--- src/rtl/pvic_pkg.sv ---
package pvic_pkg;
  localparam int REG_AW = 6;
  localparam logic [REG_AW-1:0] OFS_RAW   = 6'h00;
  localparam logic [REG_AW-1:0] OFS_FSTAT = 6'h01;
  localparam logic [REG_AW-1:0] OFS_NSTAT = 6'h02;
  localparam logic [REG_AW-1:0] OFS_FSEL  = 6'h03;
  localparam logic [REG_AW-1:0] OFS_ENSET = 6'h04;
  localparam logic [REG_AW-1:0] OFS_ENCLR = 6'h05;
  localparam logic [REG_AW-1:0] OFS_SWSET = 6'h06;
  localparam logic [REG_AW-1:0] OFS_SWCLR = 6'h07;
  localparam logic [REG_AW-1:0] OFS_VEC   = 6'h08;
  localparam logic [REG_AW-1:0] OFS_DEF   = 6'h09;
  // upper two offset bits pick a slot page, lower four the slot
  localparam logic [1:0] PAGE_SADDR = 2'b10;
  localparam logic [1:0] PAGE_SCTL  = 2'b11;
  localparam int CTL_EN_BIT = 8;
endpackage

--- src/rtl/pvic_sync.sv ---
module pvic_sync #(
  parameter int W = 1
) (
  input  logic         clk_i,
  input  logic         rst_ni,
  input  logic [W-1:0] d_i,
  output logic [W-1:0] q_o
);
  logic [W-1:0] s1_q, s2_q;

  always_ff @(posedge clk_i or negedge rst_ni) begin
    if (!rst_ni) begin
      s1_q <= '0;
      s2_q <= '0;
    end else begin
      s1_q <= d_i;
      s2_q <= s1_q;
    end
  end

  assign q_o = s2_q;
endmodule

--- src/rtl/pvic_arb.sv ---
module pvic_arb #(
  parameter int N_SRC  = 32,
  parameter int N_SLOT = 16,
  parameter int SEL_W  = 5,
  parameter int LVL_W  = 5
) (
  input  logic [N_SRC-1:0]             req_i,
  input  logic [N_SLOT-1:0]            slot_en_i,
  input  logic [N_SLOT-1:0][SEL_W-1:0] slot_src_i,
  output logic [LVL_W-1:0]             lvl_o
);
  logic [N_SLOT-1:0] hit;
  logic [N_SRC-1:0]  covered;

  for (genvar g = 0; g < N_SLOT; g++) begin : g_hit
    assign hit[g] = slot_en_i[g] & req_i[slot_src_i[g]];
  end

  always_comb begin
    covered = '0;
    for (int s = 0; s < N_SRC; s++) begin
      for (int i = 0; i < N_SLOT; i++) begin
        if (slot_en_i[i] && (slot_src_i[i] == SEL_W'(s))) covered[s] = 1'b1;
      end
    end
  end

  // lowest-numbered hitting slot wins; default ranks below all slots
  always_comb begin
    lvl_o = LVL_W'(N_SLOT + 1);
    if (|(req_i & ~covered)) lvl_o = LVL_W'(N_SLOT);
    for (int i = N_SLOT - 1; i >= 0; i--) begin
      if (hit[i]) lvl_o = LVL_W'(i);
    end
  end
endmodule

--- src/rtl/pvic_nest.sv ---
module pvic_nest #(
  parameter int N_SLOT = 16,
  parameter int LVL_W  = 5
) (
  input  logic             clk_i,
  input  logic             rst_ni,
  input  logic             push_i,
  input  logic             pop_i,
  input  logic [LVL_W-1:0] lvl_i,
  output logic [LVL_W-1:0] cur_o,
  output logic [LVL_W-1:0] cur_nxt_o
);
  localparam int DEPTH = N_SLOT + 1;
  localparam int PW    = $clog2(DEPTH + 1);
  localparam logic [LVL_W-1:0] LVL_IDLE = LVL_W'(N_SLOT + 1);

  logic [LVL_W-1:0] stk_q [DEPTH];
  logic [PW-1:0]    ptr_q, ptr_nxt;
  logic [LVL_W-1:0] cur_q, cur_nxt, top_val;
  logic             do_push;

  always_comb begin
    top_val = LVL_IDLE;
    for (int i = 0; i < DEPTH; i++) begin
      if (ptr_q == PW'(i + 1)) top_val = stk_q[i];
    end
  end

  always_comb begin
    cur_nxt = cur_q;
    ptr_nxt = ptr_q;
    do_push = 1'b0;
    if (pop_i) begin
      cur_nxt = top_val;
      if (ptr_q != '0) ptr_nxt = ptr_q - 1'b1;
    end else if (push_i && (ptr_q < PW'(DEPTH))) begin
      cur_nxt = lvl_i;
      ptr_nxt = ptr_q + 1'b1;
      do_push = 1'b1;
    end
  end

  always_ff @(posedge clk_i or negedge rst_ni) begin
    if (!rst_ni) begin
      cur_q <= LVL_IDLE;
      ptr_q <= '0;
      for (int i = 0; i < DEPTH; i++) stk_q[i] <= LVL_IDLE;
    end else begin
      cur_q <= cur_nxt;
      ptr_q <= ptr_nxt;
      for (int i = 0; i < DEPTH; i++) begin
        if (do_push && (ptr_q == PW'(i))) stk_q[i] <= cur_q;
      end
    end
  end

  assign cur_o     = cur_q;
  assign cur_nxt_o = cur_nxt;
endmodule

--- src/rtl/pvic_top.sv ---
module pvic_top
  import pvic_pkg::*;
#(
  parameter int N_SRC  = 32,
  parameter int N_SLOT = 16,
  parameter int DATA_W = 32
) (
  input  logic              clk_i,
  input  logic              rst_ni,
  input  logic [N_SRC-1:0]  irq_src_i,
  input  logic              bus_sel_i,
  input  logic              bus_wr_i,
  input  logic              bus_rd_i,
  input  logic [REG_AW-1:0] bus_addr_i,
  input  logic [DATA_W-1:0] bus_wdata_i,
  output logic [DATA_W-1:0] bus_rdata_o,
  output logic              fiq_o,
  output logic              irq_o
);
  localparam int SEL_W = (N_SRC > 1) ? $clog2(N_SRC) : 1;
  localparam int LVL_W = $clog2(N_SLOT + 2);

  logic rst_n;
  logic [N_SRC-1:0] src_s;
  pvic_sync #(.W(1)) u_rst_sync (.clk_i(clk_i), .rst_ni(rst_ni), .d_i(1'b1), .q_o(rst_n));
  pvic_sync #(.W(N_SRC)) u_src_sync (.clk_i(clk_i), .rst_ni(rst_n), .d_i(irq_src_i), .q_o(src_s));

  logic [N_SRC-1:0]              en_q, en_nxt, soft_q, soft_nxt, fsel_q, fsel_nxt;
  logic [DATA_W-1:0]             def_q, def_nxt;
  logic [N_SLOT-1:0][DATA_W-1:0] saddr_q;
  logic [N_SLOT-1:0][SEL_W-1:0]  ssrc_q;
  logic [N_SLOT-1:0]             sen_q, saddr_we, sctl_we;
  logic                          fiq_q, irq_q, fiq_nxt, irq_nxt;

  logic wr, rd, rd_vec, ack, push;
  logic [N_SRC-1:0] raw, act, fast_act, norm_act;
  logic [LVL_W-1:0] cand_lvl, cur_lvl, cur_nxt, sel_lvl;
  logic [DATA_W-1:0] vec_val;

  assign wr     = bus_sel_i & bus_wr_i;
  assign rd     = bus_sel_i & bus_rd_i;
  assign rd_vec = rd && (bus_addr_i == OFS_VEC);
  assign ack    = wr && (bus_addr_i == OFS_VEC);

  for (genvar g = 0; g < N_SLOT; g++) begin : g_slot_we
    assign saddr_we[g] = wr && (bus_addr_i[5:4] == PAGE_SADDR) && (bus_addr_i[3:0] == 4'(g));
    assign sctl_we[g]  = wr && (bus_addr_i[5:4] == PAGE_SCTL)  && (bus_addr_i[3:0] == 4'(g));
  end

  assign raw      = src_s | soft_q;
  assign act      = raw & en_q;
  assign fast_act = act & fsel_q;
  assign norm_act = act & ~fsel_q;

  pvic_arb #(.N_SRC(N_SRC), .N_SLOT(N_SLOT), .SEL_W(SEL_W), .LVL_W(LVL_W)) u_arb (
    .req_i(norm_act), .slot_en_i(sen_q), .slot_src_i(ssrc_q), .lvl_o(cand_lvl));

  assign push = rd_vec && (cand_lvl < cur_lvl);

  pvic_nest #(.N_SLOT(N_SLOT), .LVL_W(LVL_W)) u_nest (
    .clk_i(clk_i), .rst_ni(rst_n), .push_i(push), .pop_i(ack),
    .lvl_i(cand_lvl), .cur_o(cur_lvl), .cur_nxt_o(cur_nxt));

  // vector shown: pending winner if it may preempt, otherwise the level in service
  always_comb begin
    sel_lvl = (cand_lvl < cur_lvl) ? cand_lvl : cur_lvl;
    vec_val = def_q;
    for (int k = 0; k < N_SLOT; k++) begin
      if (sel_lvl == LVL_W'(k)) vec_val = saddr_q[k];
    end
  end

  always_comb begin
    en_nxt   = en_q;
    soft_nxt = soft_q;
    fsel_nxt = fsel_q;
    def_nxt  = def_q;
    if (wr) begin
      case (bus_addr_i)
        OFS_ENSET: en_nxt   = en_q | bus_wdata_i[N_SRC-1:0];
        OFS_ENCLR: en_nxt   = en_q & ~bus_wdata_i[N_SRC-1:0];
        OFS_SWSET: soft_nxt = soft_q | bus_wdata_i[N_SRC-1:0];
        OFS_SWCLR: soft_nxt = soft_q & ~bus_wdata_i[N_SRC-1:0];
        OFS_FSEL:  fsel_nxt = bus_wdata_i[N_SRC-1:0];
        OFS_DEF:   def_nxt  = bus_wdata_i;
        default: ;
      endcase
    end
    fiq_nxt = |fast_act;
    irq_nxt = cand_lvl < cur_nxt;
  end

  always_ff @(posedge clk_i or negedge rst_n) begin
    if (!rst_n) begin
      en_q   <= '0;
      soft_q <= '0;
      fsel_q <= '0;
      def_q  <= '0;
      fiq_q  <= 1'b0;
      irq_q  <= 1'b0;
    end else begin
      en_q   <= en_nxt;
      soft_q <= soft_nxt;
      fsel_q <= fsel_nxt;
      def_q  <= def_nxt;
      fiq_q  <= fiq_nxt;
      irq_q  <= irq_nxt;
    end
  end

  always_ff @(posedge clk_i or negedge rst_n) begin
    if (!rst_n) begin
      saddr_q <= '0;
      ssrc_q  <= '0;
      sen_q   <= '0;
    end else begin
      for (int k = 0; k < N_SLOT; k++) begin
        if (saddr_we[k]) saddr_q[k] <= bus_wdata_i;
        if (sctl_we[k]) begin
          sen_q[k]  <= bus_wdata_i[CTL_EN_BIT];
          ssrc_q[k] <= bus_wdata_i[SEL_W-1:0];
        end
      end
    end
  end

  always_comb begin
    bus_rdata_o = '0;
    case (bus_addr_i)
      OFS_RAW:   bus_rdata_o = DATA_W'(raw);
      OFS_FSTAT: bus_rdata_o = DATA_W'(fast_act);
      OFS_NSTAT: bus_rdata_o = DATA_W'(norm_act);
      OFS_FSEL:  bus_rdata_o = DATA_W'(fsel_q);
      OFS_ENSET: bus_rdata_o = DATA_W'(en_q);
      OFS_SWSET: bus_rdata_o = DATA_W'(soft_q);
      OFS_VEC:   bus_rdata_o = vec_val;
      OFS_DEF:   bus_rdata_o = def_q;
      default: begin
        for (int k = 0; k < N_SLOT; k++) begin
          if (bus_addr_i[3:0] == 4'(k)) begin
            if (bus_addr_i[5:4] == PAGE_SADDR) bus_rdata_o = saddr_q[k];
            if (bus_addr_i[5:4] == PAGE_SCTL) begin
              bus_rdata_o[CTL_EN_BIT] = sen_q[k];
              bus_rdata_o[SEL_W-1:0]  = ssrc_q[k];
            end
          end
        end
      end
    endcase
  end

  assign fiq_o = fiq_q;
  assign irq_o = irq_q;
endmodule

--- config.mk ---
export PLATFORM = sky130hd
export DESIGN_NAME = pvic_top
export DESIGN_NICKNAME = d
export VERILOG_FILES = /design/src/rtl/pvic_pkg.sv /design/src/rtl/pvic_sync.sv /design/src/rtl/pvic_arb.sv /design/src/rtl/pvic_nest.sv /design/src/rtl/pvic_top.sv
export SDC_FILE = /design/constraint.sdc
export NUM_CORES = 2
export LEC_CHECK = 0
export BUFFER_PORTS_ARGS = -buffer_cell sky130_fd_sc_hd__buf_2
export CAP_MARGIN = 20
export CELL_PAD_IN_SITES_DETAIL_PLACEMENT = 0
export CELL_PAD_IN_SITES_GLOBAL_PLACEMENT = 2
export CORE_UTILIZATION = 42
export CTS_BUF_LIST = sky130_fd_sc_hd__clkbuf_4 sky130_fd_sc_hd__clkbuf_8 sky130_fd_sc_hd__clkbuf_16
export DETAILED_ROUTE_END_ITERATION = 6
export PLACE_DENSITY = 0.81
export SLEW_MARGIN = 40
export SYNTH_ARGS = -nofsm -noshare
export SYNTH_HDL_FRONTEND = slang
export SYNTH_SLANG_ARGS = --single-unit
--- constraint.sdc ---
create_clock -name clk_i -period 31.4 [get_ports clk_i]
set_clock_uncertainty 0.1 [all_clocks]
set_input_delay 6.28 -clock clk_i [delete_from_list [all_inputs] [get_ports clk_i]]
set_output_delay 6.28 -clock clk_i [all_outputs]
set_load 0.02 [all_outputs]
==> qor.csv <==
stage,metric,value,unit
final_layout,multi_input_area,30700,sq um
final_layout,syn2layout_area_growth,11.6,%
detailed_routing,vias,54300,
final_layout,fin_area,61600,sq um
synthesis,synth_cell_types,117,
die,pin_count,109,
timing,setup-tns-final,0,ps
synthesis,ys_warn_count,0,
synthesis,synth_top_area_share,39.2,%
synthesis,syn_area,55200,sq um
global_route,grt_max_degree,150,
synthesis,syn_nets,5624,
final_layout,layout-drive-gt1-share,28.6,%
worst_setup_path,path_class,in -> out,
detailed_routing,routed_wl,302,mm
power,p_per_area,59.0,nW/um^2
worst_setup_path,path_max_fanout,15,
die,die-area,133000,sq um
worst_setup_path,cp.required,25020,ps
cts,post-cts-setup-buffers,0,
timing,rsz0062_at_grt,no,
power,clockPowerShare,34.2,%
status,violations,design-rule violations,
worst_setup_path,cp_top_family,simple AND/OR/NAND/NOR gates,
synthesis,synth-edff-count,0,
final_layout,fillers,12400,
timing,worst_pin_slew,1040,ps
cts,cts-htree-levels,3,
synthesis,seq_area_frac_synth,40.9,%
die,die_height,364,um
hold_path,hold_path.class,reg -> async,
global_route,track_usage,44.9,%
place,routabilityCongestion,1.07,
worst_setup_path,startpoint,bus_addr_i[3],
global_route,grt_overflow,0,
final_layout,ff_latch_area,22600,sq um
timing,final-setup-viol-count,0,
synthesis,ys_top_cells_by_area,"dfrtp_1, mux2_2, mux4_2",
die,fp.dieW,364,um
worst_setup_path,slowest_delay,660,ps
cts,holdBufCountCts,0,
power,max-vdd-ir-drop,0.0648,mV
die,rows,132,
cts,clock_path_buffers,3,
cts,tritoncts,yes,
power,cellLeakagePower,25.0,nW
timing,slew_viol_final,0,
global_route,grt_pass1_wl,418,mm
worst_setup_path,worstPathArrival,10180,ps
power,pwr-share-comb,27.6,%
cts,clk_pin_slew,60,ps
place,placed_cell_area,57900,sq um
global_route,grt_pass1_vias,51800,
cts,clk_latency,750,ps
final_layout,num-nets-final,5512,
synthesis,ys_ff_latch,899,
place,hpwl,195,mm
synthesis,synthFlopType,dfrtp_1,
die,initial_core_util,42.5,%
timing,fin_crit_sh,52.7,%
synthesis,synthArstFlopShare,100,%
place,portBuffers,108,
worst_setup_path,critical_path_depth,11,
worst_setup_path,crit_buf_inv,4,
worst_setup_path,startpoint_type,input pin,
die,core,130000,sq um
worst_setup_path,cp-end-kind,output pin,
cts,cts_buffers,101,
final_layout,layout_common_cells,"dfrtp_1, mux2_2, nand2_1",
timing,whs,159,ps
detailed_routing,dr.pass1.iters,7,
worst_setup_path,cp_slowest_cell,a21oi_4,
synthesis,syn_inst,5535,
synthesis,yosys.area.top_type,dfrtp_1,
timing,hold_violations,0,
power,p_switching,1.37,mW
global_route,antenna_found_initial,29,
timing,fmax,0.0604,GHz
cts,cts.repair.resized,0,
cts,clock_sinks,899,
timing,finalCriticalPeriod,16560,ps
status,status,finished with violations,
worst_setup_path,crit_chain,buf_2 -> nand2b_1 -> nor3_1 -> nand2_1 -> buf_4 -> a21oi_4 -> buf_4 -> o221ai_1 -> a22o_1 -> nor3_1 -> buf_2,
detailed_routing,routedWlPerCell,41.5,um
detailed_routing,route.detailed.drc,57,
final_layout,final_common_cell,dfrtp_1,
power,p_int,2.26,mW
power,power,3.63,mW
power,pwr-share-seq,38.2,%
worst_setup_path,reg2reg_from,u_src_sync.q_o[11]$_DFF_PN0_,
power,p_sw_share,37.8,%
detailed_routing,viasPerCell,7.46,
worst_setup_path,r2r.worst_path.cells,20,
detailed_routing,ant_nets,0,
flow_run,cap_violations,0,
cts,cts_root_buf,clkbuf_16,
timing,max-slew-margin-rel,30.3,%
synthesis,syn_avg_cell_area,9.96,sq um
final_layout,fin_util,47.4,%
detailed_routing,first_iter_violations,8868,
[power by group through the flow]
| stage | Sequential (mW) | Combinational, mW | Clock, mW |
|---|---|---|---|
| 3_5_place_dp | 1.40 | 0.947 | 0 |
| 6_report | 1.39 | 1.00 | 1.24 |
| 5_1_grt | 1.39 | 1.02 | 1.30 |
| 2_1_floorplan | 1.35 | 0.562 | 0 |
| 3_3_place_gp | 1.40 | 0.942 | 0 |
| 4_1_cts | 1.38 | 0.950 | 1.26 |
[routing by layer]
layer	track usage [%]	wire length [um]	part of all wire [%]	vias up
li1	-	-	-	21200
met1	54.4	109000	36	27200
met2	63.2	124000	41	4449
met3	16.5	38300	13	1441
met4	37.5	30300	10	21
met5	1.49	277	0.092	-
[state kept, by name (all words and copies together) (netlist names), named ones only]
| name | cells |
|---|---|
| u_nest.stk_q | 85 |
| u_nest.cur_o | 5 |
| irq_o | 1 |
| u_src_sync.q_o | 32 |
| u_rst_sync.s1_q | 1 |
| u_nest.ptr_q | 5 |
| fiq_o | 1 |
| saddr_q | 512 |
| fsel_q | 32 |
| sen_q | 16 |
| u_src_sync.s1_q | 32 |
| ssrc_q | 80 |
| def_q | 32 |
| u_rst_sync.q_o | 1 |
[synth_stat cells, types with 15 or more instances]
| master | instances |
|---|---|
| dfrtp_1 | 863 |
| mux2_2 | 721 |
| nand2_1 | 430 |
| clkbuf_1 | 417 |
| nor2_1 | 334 |
| a21oi_1 | 278 |
| o21ai_0 | 258 |
| o22ai_1 | 248 |
| a22oi_1 | 124 |
| a221oi_1 | 102 |
| nor3_1 | 97 |
| a31oi_1 | 94 |
| nand2b_1 | 85 |
| inv_1 | 84 |
| mux4_2 | 82 |
| a211oi_1 | 70 |
| nand3_1 | 69 |
| mux2i_1 | 67 |
| buf_2 | 64 |
| o221ai_1 | 64 |
| nand4_1 | 63 |
| a22o_1 | 61 |
| nand4b_1 | 52 |
| nor4_1 | 47 |
| a2111oi_0 | 43 |
| buf_1 | 43 |
| dfstp_2 | 36 |
| or4bb_1 | 36 |
| nor3b_1 | 34 |
| a222oi_1 | 29 |
| o211ai_1 | 28 |
| o2111ai_1 | 26 |
| and3_1 | 25 |
| o22a_1 | 24 |
| a211o_1 | 22 |
| o21ai_1 | 22 |
| or2_2 | 19 |
| nor2b_1 | 18 |
| a32o_1 | 16 |
| or4b_2 | 16 |
| o21ai_2 | 15 |
[worst reg2reg max path, stage by stage, from the launching register on]
cell	delay [ps]
dfrtp_1	410
o21ai_2	520
nor2_1	360
buf_4	280
mux4_2	510
a2111oi_2	480
a21oi_1	290
nor4_2	710
nand2b_1	180
a21boi_0	470
ha_1	340
a21o_1	160
a21o_1	190
a21oi_1	300
o21ai_0	330
a21oi_2	520
nand3_2	340
nor2_2	470
and3_1	320
nand2_1	190
mux2_2	340
[worst paths after layout]
kind | endpoint | slack [ps]
max | bus_rdata_o[1] | 14840
min | u_src_sync.s1_q[11]$_DFF_PN0_ | 160
max reg2reg | u_nest.stk_q[76]$_DFFE_PN0P_ | 23470
min reg2reg | u_src_sync.s1_q[11]$_DFF_PN0_ | 160
max in group asynchronous | u_rst_sync.q_o$_DFF_PN0_ | 25880
min in group clk_i | u_src_sync.q_o[1]$_DFF_PN0_ | 250
[layout make-up]
cell class,count,area share (%)
clock buffer,145,4.87
sequential,899,36.6
multi-input combinational,4016,49.9
tap,1742,3.54
antenna,26,0.106
timing repair buffer,317,3.66
clock inverter,42,0.742
inverter,88,0.540
[cells by family after synthesis]
logic type | after synthesis | synth area share (%)
buffers and inverters | 620 | 4.45
AOI/OAI and AO/OA | 1704 | 21.6
and+or+nand+nor | 1423 | 13.4
adders and majority gates | 14 | 0.318
muxes | 870 | 19.3
DFF | 899 | 40.9
xor gates and xnor gates | 4 | 0.0635
other | 1 | 0.00680
[through the flow]
step                      setup slack, ps  cells
after CTS                           14740   7247
after detailed placement            14760   7060
final                               14840   7275
after floorplan                      4450   5535
after global routing                14730   7260
after global placement              14730   7057
(Power assumes the default switching activity.)
